$ cat src/rtl/opmap_alu_pkg.sv
package opmap_alu_pkg;

  localparam int OP_W = 6;

  // Operation code assignment (scattered table values)
  localparam logic [OP_W-1:0] OPC_ADD  = 6'd15;
  localparam logic [OP_W-1:0] OPC_SUB  = 6'd8;
  localparam logic [OP_W-1:0] OPC_ABSA = 6'd2;
  localparam logic [OP_W-1:0] OPC_NEGA = 6'd3;
  localparam logic [OP_W-1:0] OPC_ABSB = 6'd11;
  localparam logic [OP_W-1:0] OPC_NEGB = 6'd5;
  localparam logic [OP_W-1:0] OPC_OR   = 6'd10;
  localparam logic [OP_W-1:0] OPC_NOTA = 6'd12;
  localparam logic [OP_W-1:0] OPC_NOTB = 6'd6;
  localparam logic [OP_W-1:0] OPC_AND  = 6'd4;
  localparam logic [OP_W-1:0] OPC_XOR  = 6'd14;

  // Internal dense operation kind
  typedef enum logic [3:0] {
    K_NONE, K_ADD, K_SUB, K_ABSA, K_ABSB, K_NEGA, K_NEGB,
    K_OR, K_AND, K_XOR, K_NOTA, K_NOTB
  } alu_kind_e;

endpackage

$ cat src/rtl/opmap_decode.sv
module opmap_decode
  import opmap_alu_pkg::*;
(
  input  logic [OP_W-1:0] op_code,
  output alu_kind_e       kind,
  output logic            known,
  output logic            use_arith
);

  always_comb begin
    unique case (op_code)
      OPC_ADD:  kind = K_ADD;
      OPC_SUB:  kind = K_SUB;
      OPC_ABSA: kind = K_ABSA;
      OPC_ABSB: kind = K_ABSB;
      OPC_NEGA: kind = K_NEGA;
      OPC_NEGB: kind = K_NEGB;
      OPC_OR:   kind = K_OR;
      OPC_AND:  kind = K_AND;
      OPC_XOR:  kind = K_XOR;
      OPC_NOTA: kind = K_NOTA;
      OPC_NOTB: kind = K_NOTB;
      default:  kind = K_NONE;
    endcase
  end

  always_comb begin
    known = (kind != K_NONE);
    unique case (kind)
      K_ADD, K_SUB, K_ABSA, K_ABSB, K_NEGA, K_NEGB: use_arith = 1'b1;
      default:                                       use_arith = 1'b0;
    endcase
  end

  // a recognised code never selects arithmetic without being known
  always_comb begin
    if (use_arith) assert_arith_known_R7: assert (known)
      else $error("arith path selected for unknown code");
  end

endmodule

$ cat src/rtl/opmap_arith.sv
module opmap_arith
  import opmap_alu_pkg::*;
#(
  parameter int DATA_W = 32
) (
  input  logic [DATA_W-1:0] a,
  input  logic [DATA_W-1:0] b,
  input  alu_kind_e         kind,
  output logic [DATA_W-1:0] sum
);

  localparam int MSB = DATA_W - 1;

  logic [DATA_W-1:0] x, y;
  logic              cin;

  // One shared adder: every arithmetic kind is x + y + cin
  always_comb begin
    x   = '0;
    y   = '0;
    cin = 1'b0;
    unique case (kind)
      K_ADD: begin x = a; y = b; end
      K_SUB: begin x = a; y = ~b; cin = 1'b1; end
      K_NEGA: begin y = ~a; cin = 1'b1; end
      K_NEGB: begin y = ~b; cin = 1'b1; end
      K_ABSA: begin
        if (a[MSB]) begin y = ~a; cin = 1'b1; end
        else        x = a;
      end
      K_ABSB: begin
        if (b[MSB]) begin y = ~b; cin = 1'b1; end
        else        x = b;
      end
      default: ;
    endcase
  end

  assign sum = x + y + {{(DATA_W-1){1'b0}}, cin};

  // difference plus subtrahend restores the minuend
  always_comb begin
    if (kind == K_SUB) assert_sub_inverse_R2: assert ((sum + b) == a)
      else $error("difference does not invert");
  end

  // magnitude is non-negative except for the most negative input
  always_comb begin
    if (kind == K_ABSA && a != {1'b1, {(DATA_W-1){1'b0}}})
      assert_absa_sign_R3: assert (!sum[MSB]) else $error("negative magnitude");
    if (kind == K_ABSB && b != {1'b1, {(DATA_W-1){1'b0}}})
      assert_absb_sign_R3: assert (!sum[MSB]) else $error("negative magnitude");
  end

  // a value and its negation cancel
  always_comb begin
    if (kind == K_NEGA) assert_nega_cancel_R4: assert ((sum + a) == '0)
      else $error("negation of a does not cancel");
    if (kind == K_NEGB) assert_negb_cancel_R4: assert ((sum + b) == '0)
      else $error("negation of b does not cancel");
  end

endmodule

$ cat src/rtl/opmap_logic.sv
module opmap_logic
  import opmap_alu_pkg::*;
#(
  parameter int DATA_W = 32
) (
  input  logic [DATA_W-1:0] a,
  input  logic [DATA_W-1:0] b,
  input  alu_kind_e         kind,
  output logic [DATA_W-1:0] res
);

  logic [DATA_W-1:0] v_or, v_and;

  assign v_or  = a | b;
  assign v_and = a & b;

  always_comb begin
    unique case (kind)
      K_OR:    res = v_or;
      K_AND:   res = v_and;
      K_XOR:   res = a ^ b;
      K_NOTA:  res = ~a;
      K_NOTB:  res = ~b;
      default: res = '0;
    endcase
  end

  // exclusive-or equals bits set in one operand but not both
  always_comb begin
    if (kind == K_XOR) assert_xor_form_R5: assert (res == (v_or & ~v_and))
      else $error("xor inconsistent with or/and");
  end

  // an inverse shares no set bit with its operand
  always_comb begin
    if (kind == K_NOTA) assert_nota_disjoint_R6: assert ((res & a) == '0)
      else $error("inverse overlaps operand");
    if (kind == K_NOTB) assert_notb_disjoint_R6: assert ((res & b) == '0)
      else $error("inverse overlaps operand");
  end

endmodule

$ cat src/rtl/opmap_alu.sv
module opmap_alu
  import opmap_alu_pkg::*;
#(
  parameter int DATA_W = 32
) (
  input  logic [DATA_W-1:0] opnd_a,
  input  logic [DATA_W-1:0] opnd_b,
  input  logic [OP_W-1:0]   op_code,
  output logic [DATA_W-1:0] alu_out,
  output logic              op_known
);

  alu_kind_e         kind;
  logic              use_arith;
  logic [DATA_W-1:0] arith_res, logic_res;

  opmap_decode u_decode (
    .op_code  (op_code),
    .kind     (kind),
    .known    (op_known),
    .use_arith(use_arith)
  );

  opmap_arith #(.DATA_W(DATA_W)) u_arith (
    .a   (opnd_a),
    .b   (opnd_b),
    .kind(kind),
    .sum (arith_res)
  );

  opmap_logic #(.DATA_W(DATA_W)) u_logic (
    .a   (opnd_a),
    .b   (opnd_b),
    .kind(kind),
    .res (logic_res)
  );

  always_comb begin
    if (!op_known)      alu_out = '0;
    else if (use_arith) alu_out = arith_res;
    else                alu_out = logic_res;
  end

  // undefined codes produce a zero word
  always_comb begin
    if (!op_known) assert_undef_zero_R8: assert (alu_out == '0)
      else $error("undefined code leaks a result");
  end

endmodule

$ cat config.mk
export PLATFORM = sky130hd
export DESIGN_NAME = opmap_alu
export DESIGN_NICKNAME = d
export VERILOG_FILES = /design/src/rtl/opmap_alu_pkg.sv /design/src/rtl/opmap_decode.sv /design/src/rtl/opmap_arith.sv /design/src/rtl/opmap_logic.sv /design/src/rtl/opmap_alu.sv
export SDC_FILE = /design/constraint.sdc
export NUM_CORES = 1
export LEC_CHECK = 0
export ABC_AREA = 1
export BUFFER_PORTS_ARGS = -buffer_cell sky130_fd_sc_hd__buf_2
export CORE_UTILIZATION = 64
export DETAILED_ROUTE_END_ITERATION = 8
export PLACE_DENSITY = 0.91
export SLEW_MARGIN = 20
export SYNTH_ARGS = -nofsm -noshare
export SYNTH_HDL_FRONTEND = slang
export SYNTH_SLANG_ARGS = --single-unit
$ cat constraint.sdc
create_clock -name vclk -period 6.6
set_input_delay 0.33 -clock vclk [all_inputs]
set_output_delay 0.33 -clock vclk [all_outputs]
set_load 0.02 [all_outputs]
Word level (Yosys, flattened, before mapping)

Memories as Yosys holds them, arrays and structs flattened.
Index checks and enable logic that the tools add are counted.

Output and inout port bits: 33
ROM bits: 64
Bits in registers: 0
Input port bits: 70
Memories kept: 1

Reduce and logical (&&, ||, !) cells: 6
Equal/unequal tests: 11
Add/subtract/negate cells: 2
Muxes and demuxes: 14
Bitwise gates (word level): 5

Memories:

| memory          | words | bits a word | rd ports | clocked after memory_dff | wr ports | RTL line           | RTL |
|---|---|---|---|---|---|---|---|
| (no name shown) | 16    | 4           | 1        | 0                        | 0        | opmap_decode.sv:11 | `unique case (op_code)` |

Operators by type and width:

| kind                 | number |
|---|---|
| $pmux W32 S5         | 2 |
| $mux W32             | 4 |
| $pmux W32 S3         | 1 |
| $not A32 Y32         | 2 |
| $mux W31             | 2 |
| $add A32 B1 Y32      | 1 |
| $add A32 B32 Y32     | 1 |
| $and A32 B32 Y32     | 1 |
| $or A32 B32 Y32      | 1 |
| $xor A32 B32 Y32     | 1 |
| $eq A4 B3 Y1 const B | 4 |
| $eq A4 B4 Y1 const B | 4 |
| $eq A4 B2 Y1 const B | 2 |
| $reduce_or A6 Y1     | 1 |
| $eq A4 B1 Y1 const B | 1 |
| $mux W4              | 1 |
| $reduce_bool A4 Y1   | 1 |
| $reduce_or A2 Y1     | 2 |
| $mux W1              | 3 |
| $pmux W1 S3          | 1 |
| $reduce_or A3 Y1     | 1 |
| $logic_not A2 Y1     | 1 |

Logic depth before layout (Yosys ltp)

Depth after elaboration: 9
Gate-level depth with buffers: 29
Gate-level depth less buffers: 28

Cells and area by module

From an unflattened synthesis, not the netlist that was laid out.

Cell total of the unflattened synthesis: 1,406
Area, all modules: 7,230.7 um^2

Modules (own cells, without submodules):

| module       | times used | area an instance (um^2) | cells an instance | seq. area each (um^2) |
|---|---|---|---|---|
| opmap_arith  | 1          | 3,587.2                 | 691               | 0.0 |
| opmap_logic  | 1          | 2,680.1                 | 495               | 0.0 |
| opmap_alu    | 1          | 694.4                   | 170               | 0.0 |
| opmap_decode | 1          | 269.0                   | 50                | 0.0 |

Worst setup path after synthesis

Ideal clock, no wire load.

Path kind: input port to output port
Start: input op_code[1]
End: output alu_out[22]
Arrival: 3.354 ns
Path buffers: 1
Data required time: 6.270 ns
Cell stages on the path: 26
Path slack: 2.916 ns
Cell sequence: inv_1 ha_1 nand2_1 nand3_1 nand3_2 nor2_2 nand2_1 o21ai_1 inv_1 clkbuf_1 nand2_1 fa_1 inv_1 fa_1 inv_1 nand3_1 nand2_1 nand3_1 nand2_1 nand3_1 nand2_1 a21o_1 nor2_1 nor2_1 nand2_1 nand2_1

Cells in the longest elaborated chain, start to end: 9
Elaborated cells on any way between the ends: 27

Ends and longest elaborated chain:

| what                                         | RTL line           | RTL |
|---|---|---|
| start, declared                              | opmap_alu.sv:8     | `input logic [OP_W-1:0] op_code,` |
| $mem_v2 Z16 W4 *                             | --                 |  |
| $mux W4 *                                    | opmap_decode.sv:11 |  |
| $eq A4 B3 Y1, or another cell as far along   | --                 |  |
| $reduce_or A2 Y1 (no source line)            | --                 |  |
| $pmux W32 S5 or $pmux W32 S3 (tied branches) | opmap_arith.sv:22  | `unique case (kind)` |
| $add A32 B32 Y32                             | opmap_arith.sv:39  | `assign sum = x + y + {{(DATA_W-1){1'b0}}, cin};` |
| $add A32 B1 Y32                              | opmap_arith.sv:39  |  |
| $mux W32                                     | opmap_alu.sv:40    | `else if (use_arith) alu_out = arith_res;` |
| $mux W32 *                                   | opmap_alu.sv:39    | `if (!op_known) alu_out = '0;` |
| end, declared                                | opmap_alu.sv:9     | `output logic [DATA_W-1:0] alu_out,` |

Mark *: on every way between the ends. The rest lies on a longest branch, timed or not.

Final worst setup path

Start: input op_code[1]
End: output alu_out[30]

Same word-level chain as after synthesis.

==> impl_metrics.env <==
export IMPL_status="complete, no violations"
export IMPL_nFlopsAndLatches=0
export IMPL_grt_busiest_layer="met2"
export IMPL_syn_inst=928
export IMPL_synth_nets=1099
export IMPL_postCtsResizedCells=0
export IMPL_fp_dieW_um=92.7
export IMPL_io_buffers=103
export IMPL_start_util_pct=67.1
export IMPL_hold_violations=0
export IMPL_critical_path_arrival_ps=4720
export IMPL_synth_top_area_share_pct=23.5
export IMPL_setup_violations=0
export IMPL_synthTopCellsByArea="ha_1, nand2_1, inv_1, o22ai_1, nand3_1"
export IMPL_syn_avg_cell_area_sq_um=5.67
export IMPL_postCtsSetupBuffers=0
export IMPL_cp_end_kind="output pin"
export IMPL_vias=6505
export IMPL_routed_wl_um=15200
export IMPL_dp_slack_ps=1670
export IMPL_cp_required_ps=6270
export IMPL_syn_to_final_growth_pct=10.0
export IMPL_drt_first_pass_iters=8
export IMPL_yosys_area_top_type="ha_1"
export IMPL_postRouteAntennaNets=0
export IMPL_max_slew_margin_pct=21.3
export IMPL_tns_ps=0
export IMPL_yosysMostFrequentCell="nand2_1"
export IMPL_worstMarginPinSlew_ps=1180
export IMPL_dieArea_sq_um=8600
export IMPL_setup_worst_path_class="input port to output pin"
export IMPL_max_cap_viol_count=0
export IMPL_grt_start_max_net_pins=39
export IMPL_slowest_stage="nand2_1"
export IMPL_drt_iter0_markers=444
export IMPL_drc_errors=0
export IMPL_wl_per_cell_um=13.8
export IMPL_cp_start_kind="input port"
export IMPL_finalCritPeriodShare_pct=76.5
export IMPL_use_met1_pct=48.2
export IMPL_peakVddDrop_mv=0.0388
export IMPL_grt_pass1_vias=5650
export IMPL_cpMostUsedCell="nand2_1"
export IMPL_gp_congestion=1.03
export IMPL_final_util_pct=73.9
export IMPL_cts_hold_buf=0
export IMPL_rsz0062_at_grt="no"
export IMPL_grt_pass1_wl_um=25000
export IMPL_grt_overflow=0
export IMPL_ys_seq_area_share_pct=0
export IMPL_use_met2_pct=58.3
export IMPL_p_leak_nw=3.30
export IMPL_place_area_sq_um=5800
export IMPL_yosysWarnings=0
export IMPL_coreArea_sq_um=7850
export IMPL_ioPinCount=103
export IMPL_fin_area_sq_um=5800
export IMPL_fin_hold_ws_ps=1170
export IMPL_layout_min_cycle_time_ps=5050
export IMPL_fin_nets=1175
export IMPL_antenna_found_initial=0
export IMPL_path_max_fanout=31
export IMPL_rows=32
export IMPL_netlist_top_cells_count="nand2_1, inv_1, ha_1"
export IMPL_nClkBuffers=0
export IMPL_n_fill_cell=739
export IMPL_viasPerCell=5.89
export IMPL_critical_path_top_delay_family="simple AND/OR/NAND/NOR gates"
export IMPL_critical_path_max_stage_delay_ps=650
export IMPL_hpwl_um=12000
export IMPL_die_h_um=92.7
export IMPL_hold_class="input port to output pin"
export IMPL_power_density_nw_per_um2=57.2
export IMPL_synth_area_sq_um=5270
export IMPL_crit_buf_inv=7
export IMPL_regArea_sq_um=0
export IMPL_grt_use_met3_pct=1.07
export IMPL_layout_setup_ws_ps=1550
export IMPL_slew_violations=0
export IMPL_fmax_mhz=198
export IMPL_track_usage_pct=34.1
export IMPL_drive_gt1_share_pct=13.5
export IMPL_diodes=0
export IMPL_ys_types=35
[path summary, 6_finish.rpt]
path,depth (start not counted),start,to
max,29,op_code[1],alu_out[30]
min,5,opnd_a[22],alu_out[22]
[metrics by stage]
stage	total power, W	instances
6_report	0.000331	1104
5_1_grt	0.000372	1104
4_1_cts	0.000327	1104
2_1_floorplan	0.000230	928
3_3_place_gp	0.000318	1104
3_5_place_dp	0.000325	1104
[final cells by class]
type	instances	area [sq um]	share of cell area [%]
repair buffers	110	568	9.80
multi-input cells	725	4470	77.2
inverters	167	627	10.8
well taps	102	128	2.20
[where the power goes]
| part | internal, W | switching (W) |
|---|---|---|
| clock network | 0 | 0 |
| logic | 0.000114 | 0.000217 |
| registers | 0 | 0 |
| total | 0.000114 | 0.000217 |
[layout by cell type (no fill, tap or decap), drive strengths merged]
master,n
a211oi,11
a21o,9
a21oi,47
buf,110
fa,2
ha,99
inv,167
nand2,204
nand3,67
nand4,6
nor2,81
nor3,8
nor4,3
o21a,4
o21ai,46
o21bai,3
o221ai,30
o22ai,95
xnor2,1
xor2,9
[tightest hold or removal path, cell delays in order]
cell,delay [ps]
buf_2,120
o22ai_1,120
a211oi_1,60
nand2_1,50
buf_2,150
[metal layers]
layer | share of wire, % | vias up
li1 | - | 3338
met1 | 46 | 2840
met2 | 45 | 313
met3 | 8.2 | 14
met4 | 0.80 | 0
met5 | 0 | -
[cells by family after synthesis]
kind of cell,Yosys count,synth area share (%)
simple gates,369,29.7
buf+inv,203,15.3
xor+xnor,10,1.66
compound gates,245,29.1
fa+ha+maj,101,24.3
Note: power is estimated with default switching activity, not from simulation.
